==> src/rtl/expo_gate_pkg.sv <==
package expo_gate_pkg;

    localparam int N_CH   = 3;
    localparam int DLY_W  = 16;
    localparam int CNT_W  = 16;
    localparam int REG_AW = 3;
    localparam int REG_DW = 32;

    // register addresses; delay registers follow consecutively per channel
    localparam logic [REG_AW-1:0] A_CTRL = 3'd0;
    localparam logic [REG_AW-1:0] A_EN   = 3'd1;
    localparam int                A_DLY0 = 2;

    // control write bits
    localparam int C_ARM     = 0;
    localparam int C_CLR_CNT = 1;
    localparam int C_CLR_OVR = 2;

    typedef enum logic [1:0] {
        SEQ_IDLE,
        SEQ_ARMED,
        SEQ_EXPOSE
    } seq_state_t;

    typedef enum logic [2:0] {
        CH_IDLE,
        CH_OPEN_WAIT,
        CH_ON,
        CH_CLOSE_LIT,
        CH_CLOSE_DARK
    } ch_state_t;

endpackage

==> src/rtl/expo_edge_sync.sv <==
module expo_edge_sync (
    input  logic clk,
    input  logic rst_n,
    input  logic raw,
    output logic rise
);
    // stage 0 and 1 resynchronise, stage 2 holds the previous level
    logic [2:0] sh;

    always_ff @(posedge clk or negedge rst_n) begin
        if (!rst_n) sh <= '0;
        else        sh <= {sh[1:0], raw};
    end

    assign rise = sh[1] & ~sh[2];
endmodule

==> src/rtl/expo_timebase.sv <==
module expo_timebase #(
    parameter int TICK_DIV = 1250
) (
    input  logic clk,
    input  logic rst_n,
    output logic tick
);
    localparam int PW = $clog2(TICK_DIV > 1 ? TICK_DIV : 2);
    localparam logic [PW-1:0] LAST = PW'(TICK_DIV - 1);

    logic [PW-1:0] pc;

    assign tick = (pc == LAST);

    always_ff @(posedge clk or negedge rst_n) begin
        if (!rst_n)    pc <= '0;
        else if (tick) pc <= '0;
        else           pc <= pc + 1'b1;
    end
endmodule

==> src/rtl/expo_gate_chan.sv <==
module expo_gate_chan
    import expo_gate_pkg::*;
#(
    parameter int DW = DLY_W
) (
    input  logic          clk,
    input  logic          rst_n,
    input  logic          tick,
    input  logic          start_ev,
    input  logic          end_ev,
    input  logic [DW-1:0] open_dly,
    input  logic [DW-1:0] close_dly,
    input  logic          enable,
    output logic          lit,
    output logic          gate
);
    ch_state_t     st, st_nxt;
    logic [DW-1:0] cnt, cnt_nxt;
    logic [DW-1:0] cnt_inc;

    assign cnt_inc = cnt + 1'b1;

    // next state and tick counter
    always_comb begin
        st_nxt  = st;
        cnt_nxt = cnt;
        if (start_ev) begin
            st_nxt  = (open_dly == '0) ? CH_ON : CH_OPEN_WAIT;
            cnt_nxt = '0;
        end else if (end_ev && (st == CH_OPEN_WAIT || st == CH_ON)) begin
            cnt_nxt = '0;
            if (close_dly == '0)   st_nxt = CH_IDLE;
            else if (st == CH_ON)  st_nxt = CH_CLOSE_LIT;
            else                   st_nxt = CH_CLOSE_DARK;
        end else if (tick) begin
            unique case (st)
                CH_IDLE, CH_ON: begin
                end
                CH_OPEN_WAIT: begin
                    if (cnt_inc == open_dly) begin
                        st_nxt  = CH_ON;
                        cnt_nxt = '0;
                    end else begin
                        cnt_nxt = cnt_inc;
                    end
                end
                CH_CLOSE_LIT, CH_CLOSE_DARK: begin
                    if (cnt_inc == close_dly) begin
                        st_nxt  = CH_IDLE;
                        cnt_nxt = '0;
                    end else begin
                        cnt_nxt = cnt_inc;
                    end
                end
                default: begin
                    st_nxt  = CH_IDLE;
                    cnt_nxt = '0;
                end
            endcase
        end
    end

    // state register
    always_ff @(posedge clk or negedge rst_n) begin
        if (!rst_n) begin
            st  <= CH_IDLE;
            cnt <= '0;
        end else begin
            st  <= st_nxt;
            cnt <= cnt_nxt;
        end
    end

    // outputs
    always_comb begin
        lit  = (st == CH_ON) || (st == CH_CLOSE_LIT);
        gate = lit & enable;
    end
endmodule

==> src/rtl/expo_seq.sv <==
module expo_seq
    import expo_gate_pkg::*;
(
    input  logic             clk,
    input  logic             rst_n,
    input  logic             start_rise,
    input  logic             end_rise,
    input  logic             arm_set,
    input  logic             clr_cnt,
    input  logic             clr_ovr,
    output logic             start_acc,
    output logic             end_acc,
    output logic             armed,
    output logic             exposing,
    output logic             done,
    output logic             overrun,
    output logic [CNT_W-1:0] count
);
    seq_state_t st, st_nxt;
    logic       ovr_set;

    always_comb begin
        st_nxt = st;
        unique case (st)
            SEQ_IDLE:   if (arm_set)    st_nxt = SEQ_ARMED;
            SEQ_ARMED:  if (start_rise) st_nxt = SEQ_EXPOSE;
            SEQ_EXPOSE: if (end_rise)   st_nxt = arm_set ? SEQ_ARMED : SEQ_IDLE;
            default:                    st_nxt = SEQ_IDLE;
        endcase
    end

    // state register
    always_ff @(posedge clk or negedge rst_n) begin
        if (!rst_n) st <= SEQ_IDLE;
        else        st <= st_nxt;
    end

    // outputs and flags
    always_comb begin
        start_acc = start_rise && (st == SEQ_ARMED);
        end_acc   = end_rise && (st == SEQ_EXPOSE);
        ovr_set   = start_rise && (st == SEQ_EXPOSE);
        armed     = (st != SEQ_IDLE);
        exposing  = (st == SEQ_EXPOSE);
    end

    always_ff @(posedge clk or negedge rst_n) begin
        if (!rst_n) begin
            done    <= 1'b0;
            overrun <= 1'b0;
            count   <= '0;
        end else begin
            if (start_acc)    done <= 1'b0;
            else if (end_acc) done <= 1'b1;
            overrun <= (overrun & ~clr_ovr) | ovr_set;
            if (clr_cnt)      count <= '0;
            else if (end_acc) count <= count + 1'b1;
        end
    end
endmodule

==> src/rtl/expo_gate_sync.sv <==
module expo_gate_sync
    import expo_gate_pkg::*;
#(
    parameter int TICK_DIV = 1250
) (
    input  logic        clk,
    input  logic        rst_n,
    input  logic        start_trig,
    input  logic        end_trig,
    input  logic        bus_wr,
    input  logic [2:0]  bus_addr,
    input  logic [31:0] bus_wdata,
    output logic [31:0] bus_rdata,
    output logic        shutter_gate,
    output logic        detector_gate,
    output logic        monitor_gate
);
    logic                         start_rise, end_rise, tick;
    logic                         start_acc, end_acc;
    logic                         armed, exposing, done, overrun;
    logic [CNT_W-1:0]             exp_count;
    logic                         ctrl_wr, arm_set, clr_cnt, clr_ovr;
    logic [N_CH-1:0]              en_q;
    logic [N_CH-1:0][REG_DW-1:0]  dly_q;
    logic [N_CH-1:0]              lit_vec, gate_vec;

    expo_edge_sync u_sync_start (.clk(clk), .rst_n(rst_n), .raw(start_trig), .rise(start_rise));
    expo_edge_sync u_sync_end   (.clk(clk), .rst_n(rst_n), .raw(end_trig),   .rise(end_rise));

    expo_timebase #(.TICK_DIV(TICK_DIV)) u_tb (.clk(clk), .rst_n(rst_n), .tick(tick));

    assign ctrl_wr = bus_wr && (bus_addr == A_CTRL);
    assign arm_set = ctrl_wr && bus_wdata[C_ARM];
    assign clr_cnt = ctrl_wr && bus_wdata[C_CLR_CNT];
    assign clr_ovr = ctrl_wr && bus_wdata[C_CLR_OVR];

    expo_seq u_seq (
        .clk       (clk),
        .rst_n     (rst_n),
        .start_rise(start_rise),
        .end_rise  (end_rise),
        .arm_set   (arm_set),
        .clr_cnt   (clr_cnt),
        .clr_ovr   (clr_ovr),
        .start_acc (start_acc),
        .end_acc   (end_acc),
        .armed     (armed),
        .exposing  (exposing),
        .done      (done),
        .overrun   (overrun),
        .count     (exp_count)
    );

    // configuration registers
    always_ff @(posedge clk or negedge rst_n) begin
        if (!rst_n) begin
            en_q  <= '0;
            dly_q <= '0;
        end else if (bus_wr) begin
            if (bus_addr == A_EN) en_q <= bus_wdata[N_CH-1:0];
            for (int i = 0; i < N_CH; i++) begin
                if (bus_addr == REG_AW'(A_DLY0 + i)) dly_q[i] <= bus_wdata;
            end
        end
    end

    // read mux
    always_comb begin
        bus_rdata = '0;
        if (bus_addr == A_CTRL) begin
            bus_rdata = {exp_count, 12'd0, overrun, done, exposing, armed};
        end else if (bus_addr == A_EN) begin
            bus_rdata[N_CH-1:0] = en_q;
        end
        for (int i = 0; i < N_CH; i++) begin
            if (bus_addr == REG_AW'(A_DLY0 + i)) bus_rdata = dly_q[i];
        end
    end

    for (genvar g = 0; g < N_CH; g++) begin : g_ch
        expo_gate_chan #(.DW(DLY_W)) u_ch (
            .clk      (clk),
            .rst_n    (rst_n),
            .tick     (tick),
            .start_ev (start_acc),
            .end_ev   (end_acc),
            .open_dly (dly_q[g][DLY_W-1:0]),
            .close_dly(dly_q[g][2*DLY_W-1:DLY_W]),
            .enable   (en_q[g]),
            .lit      (lit_vec[g]),
            .gate     (gate_vec[g])
        );
    end

    assign shutter_gate  = gate_vec[0];
    assign detector_gate = gate_vec[1];
    assign monitor_gate  = gate_vec[2];
endmodule

==> config.mk <==
export PLATFORM = sky130hd
export DESIGN_NAME = expo_gate_sync
export DESIGN_NICKNAME = d
export VERILOG_FILES = /design/src/rtl/expo_gate_pkg.sv /design/src/rtl/expo_edge_sync.sv /design/src/rtl/expo_timebase.sv /design/src/rtl/expo_gate_chan.sv /design/src/rtl/expo_seq.sv /design/src/rtl/expo_gate_sync.sv
export SDC_FILE = /design/constraint.sdc
export NUM_CORES = 1
export LEC_CHECK = 0
export CORE_MARGIN = 3
export CORE_UTILIZATION = 41
export CTS_CLUSTER_SIZE = 10
export DETAILED_ROUTE_END_ITERATION = 12
export MAX_ROUTING_LAYER = met4
export PLACE_DENSITY = 0.71
export SKIP_LAST_GASP = 1
export SLEW_MARGIN = 20
export SYNTH_ARGS = -nofsm -noshare
export SYNTH_HDL_FRONTEND = slang
export SYNTH_SLANG_ARGS = --single-unit
export TNS_END_PERCENT = 5
==> constraint.sdc <==
create_clock -name clk -period 4.25 [get_ports clk]
set_input_delay 1.275 -clock clk [delete_from_list [all_inputs] [get_ports clk]]
set_output_delay 1.275 -clock clk [all_outputs]
set_load 0.01 [all_outputs]
==> metrics.md <==
| Metric | Value |
|---|---|
| Status | `finished with violations` |
| Failing checks | `setup timing` |
| Hold Violations, Final | `0` |
| Number of enable flip-flop cells after synthesis | `0` |
| Crit Path Class | `input port to output pin` |
| Initial core utilization | `42.0%` |
| Total gr overflow | `0` |
| Most used DFF post-synth | `dfrtp_1` |
| Router iterations before antenna repair | `5` |
| Internal power | `3.70 mW` |
| Critical path's largest stage delay | `540 ps` |
| Sw Share | `36.9%` |
| H-Tree Level Count | `4` |
| Design area | `14,400 um^2` |
| Vias/cell | `6.13` |
| First DRT Iteration DRCs | `1,084` |
| Synth Area per Inst | `9.58 um^2` |
| Initial antenna violation count | `1` |
| CP max stage cell | `clkdlybuf4s50_1` |
| Buffers on Ports | `74` |
| Critical path's top delay family | `buffers and inverters` |
| DR DRC count | `0` |
| Die Wd | `181 um` |
| Core box area | `30,000 um^2` |
| Synth async-reset ratio | `100%` |
| Share of power burned in registers | `46.2%` |
| Layout cell share with drive strength beyond 1 | `17.5%` |
| CTS root buf | `clkbuf_16` |
| Most frequent cells in the layout | `dfrtp_1 (193), mux2_2 (116), nand2_1 (105)` |
| Synth Instances | `1,312` |
| Clock Sinks | `193` |
| P_leak | `5.71 nW` |
| Power Density | `407 nW/um^2` |
| CTS tree | `done` |
| Buf+Inv Stages, Crit Path | `3` |
| First-pass GRT wire length | `61,300 um` |
| Clk pwr share | `27.3%` |
| Area Growth Syn to Fin | `14.5%` |
| Clock skew | `13.6 ps` |
| CP cell instances | `clkdlybuf4s50_1 -> buf_4 -> mux2i_1 -> nor2_1 -> a31oi_1 -> o21ai_0 -> clkdlybuf4s50_1` |
| Post-synthesis sequential area ratio | `38.4%` |
| CP Capture Type | `output pin` |
| Clock Path Buffers | `2` |
| Max-slew violation count | `0` |
| Number of synthesized register bits | `193` |
| Avg WL per Cell | `22.4 um` |
| Crit path DAT | `3120 ps` |
| Final Core Density | `48.1%` |
| Vias in the first global route | `10,300` |
| Maxcap violations | `0` |
| CTS clk-pin slew, worst paths | `70 ps` |
| Row count | `63` |
| Cell variety after synth | `77` |
| Worst-Skew Late Latency | `450 ps` |
| Area of the die | `32,800 um^2` |
| Placement Cell Area | `13,800 um^2` |
| All-Layer GR Usage | `24.5%` |
| Ports | `75` |
| Final Setup Violations | `30` |
| Routability congestion estimate | `0.966` |
| RSZ-0062 raised after global routing | `true` |
| Total wire length | `39,600 um` |
| Logic pwr share | `26.5%` |
| DR vias | `10,800` |
| Crit path max fanout | `13` |
| Worst EP required | `2970 ps` |
| Synth Cell Area | `12,600 um^2` |
| Layout Nets | `1,410` |
| TritonCTS buffer count | `17` |
| Sw power | `2.16 mW` |
| Leading cell type in the layout, fill and taps excluded | `dfrtp_1` |
| HP Class | `flip-flop to flip-flop` |
| Remaining antenna violation count after routing | `0` |
| Die Y | `181 um` |
| Largest net degree at the start of global routing | `89` |
| Critical Path Most Common Cell | `clkdlybuf4s50_1` |
| Critical Path Start Type | `input port` |
| Post-DP HPWL | `29,900 um` |
| Syn nets | `1,358` |
| Worst Max-Slew Pin Slew | `953 ps` |
| Tcrit/Tclk final | `103%` |
| Setup ws final | `-146 ps` |
| Tmin final | `4400 ps` |
| Slew HR | `36.5%` |
| Peak supply drop | `0.000321 V` |
| Synthesis Warnings | `0` |
| Fmax | `0.227 GHz` |
| Tot Pwr | `5.86 mW` |
## metal layers
metal	share of wire [%]	global-route usage (%)	up-vias
met1	43	33.3	5415
met2	46	37.0	460
li1	-	-	4908
met4	2.3	7.04	0
met5	0	-	-
met3	9.0	5.46	52
## registers in the layout (all words and copies together) (netlist names), 2 cells and up
name	count
u_tb.pc	11
g_ch.u_ch.cnt	48
en_q	3
u_seq.count	16
u_sync_end.sh	3
u_sync_start.sh	3
g_ch.u_ch.st	9
dly_q	96
u_seq.st	2
## final timing paths
check | startpoint | to | slack [ps] | cells after the start
min reg2reg | u_sync_end.sh[0] | u_sync_end.sh[1] | 350 | 0
max | bus_addr[1] | bus_rdata[17] | -150 | 7
max reg2reg | g_ch[0].u_ch.cnt[0] | g_ch[0].u_ch.cnt[0] | 550 | 10
min | u_sync_end.sh[0] | u_sync_end.sh[1] | 350 | 0
min in group asynchronous | rst_n | u_seq.count[5] | 880 | 1
max in group asynchronous | rst_n | dly_q[10] | 2550 | 2
## power groups by stage
| stage | clock (mW) | combinational [mW] | sequential (mW) |
|---|---|---|---|
| finish | 1.60 | 1.56 | 2.71 |
| global route | 1.69 | 1.70 | 2.74 |
| CTS | 1.62 | 1.54 | 2.69 |
| detailed placement | 0 | 1.53 | 2.72 |
| global placement | 0 | 1.50 | 2.71 |
| floorplan | 0 | 1.12 | 2.43 |
## per-stage QoR
| step | hold slack, ps | setup WS [ps] | cells | setup TNS (ps) |
|---|---|---|---|---|
| 3_5_place_dp | 338 | -211 | 1735 | -4370 |
| 2_1_floorplan | 331 | 177 | 1312 | 0 |
| 3_3_place_gp | 333 | -172 | 1735 | -3160 |
| 5_1_grt | 362 | -239 | 1768 | -5040 |
| 4_1_cts | 351 | -159 | 1767 | -2790 |
| 6_report | 350 | -146 | 1768 | -2490 |
## Yosys cell counts, drive strengths merged (18+ instances only)
cell type	n	area share [%]
o21ai	96	3.8
nor4	38	2.3
xor2	58	4.0
xnor2	74	5.2
inv	18	0.54
nor2	74	2.2
nand4	34	1.9
clkbuf	50	1.5
buf	40	1.8
nand3	65	2.8
nand2b	19	0.95
a21oi	31	1.5
dfrtp	193	38
nand2	107	3.2
mux2	117	10
a31oi	27	1.3
nor3	37	1.6
mux2i	29	2.3
## cells by family (layout without fill, tap and decap cells)
kind of cell               count (synthesis)  count (layout)  synth area share, %
muxes                                    148             148                 13.1
xor gates and xnor gates                 140             140                 10.6
buffers and inverters                    108             173                 3.78
other                                      0               1                    0
DFF                                      193             193                 38.4
AOI/OAI and AO/OA                        247             247                 13.0
and+or+nand+nor                          469             469                 20.4
adders and majority gates                  7               7                0.677
## repair_timing
action,CTS,global route
buffers inserted,0,0
hold buffers,0,0
endpoints found under the setup margin,32,31
gates resized for setup,2,2
## cell type report
class / count / area [um^2]
Multi-Input combinational cell: 1011 / 7300
Timing Repair Buffer: 123 / 1150
Clock inverter: 14 / 135
Fill cell: 2809 / 15600
Sequential cell: 193 / 4830
Antenna cell: 1 / 2.50
Tap cell: 390 / 488
Inverter: 18 / 67.6
Clock buffer: 18 / 429
## worst register-to-register path: cells and delay by family (launching register included)
family	cells	cell delay [ps]
AO/OA/AOI/OAI	2	960
adder cells (fa/ha/maj)	1	290
flip-flops	1	490
multiplexers	1	270
AND/OR/NAND/NOR	6	1570
Power figures use the tool's default switching activity.
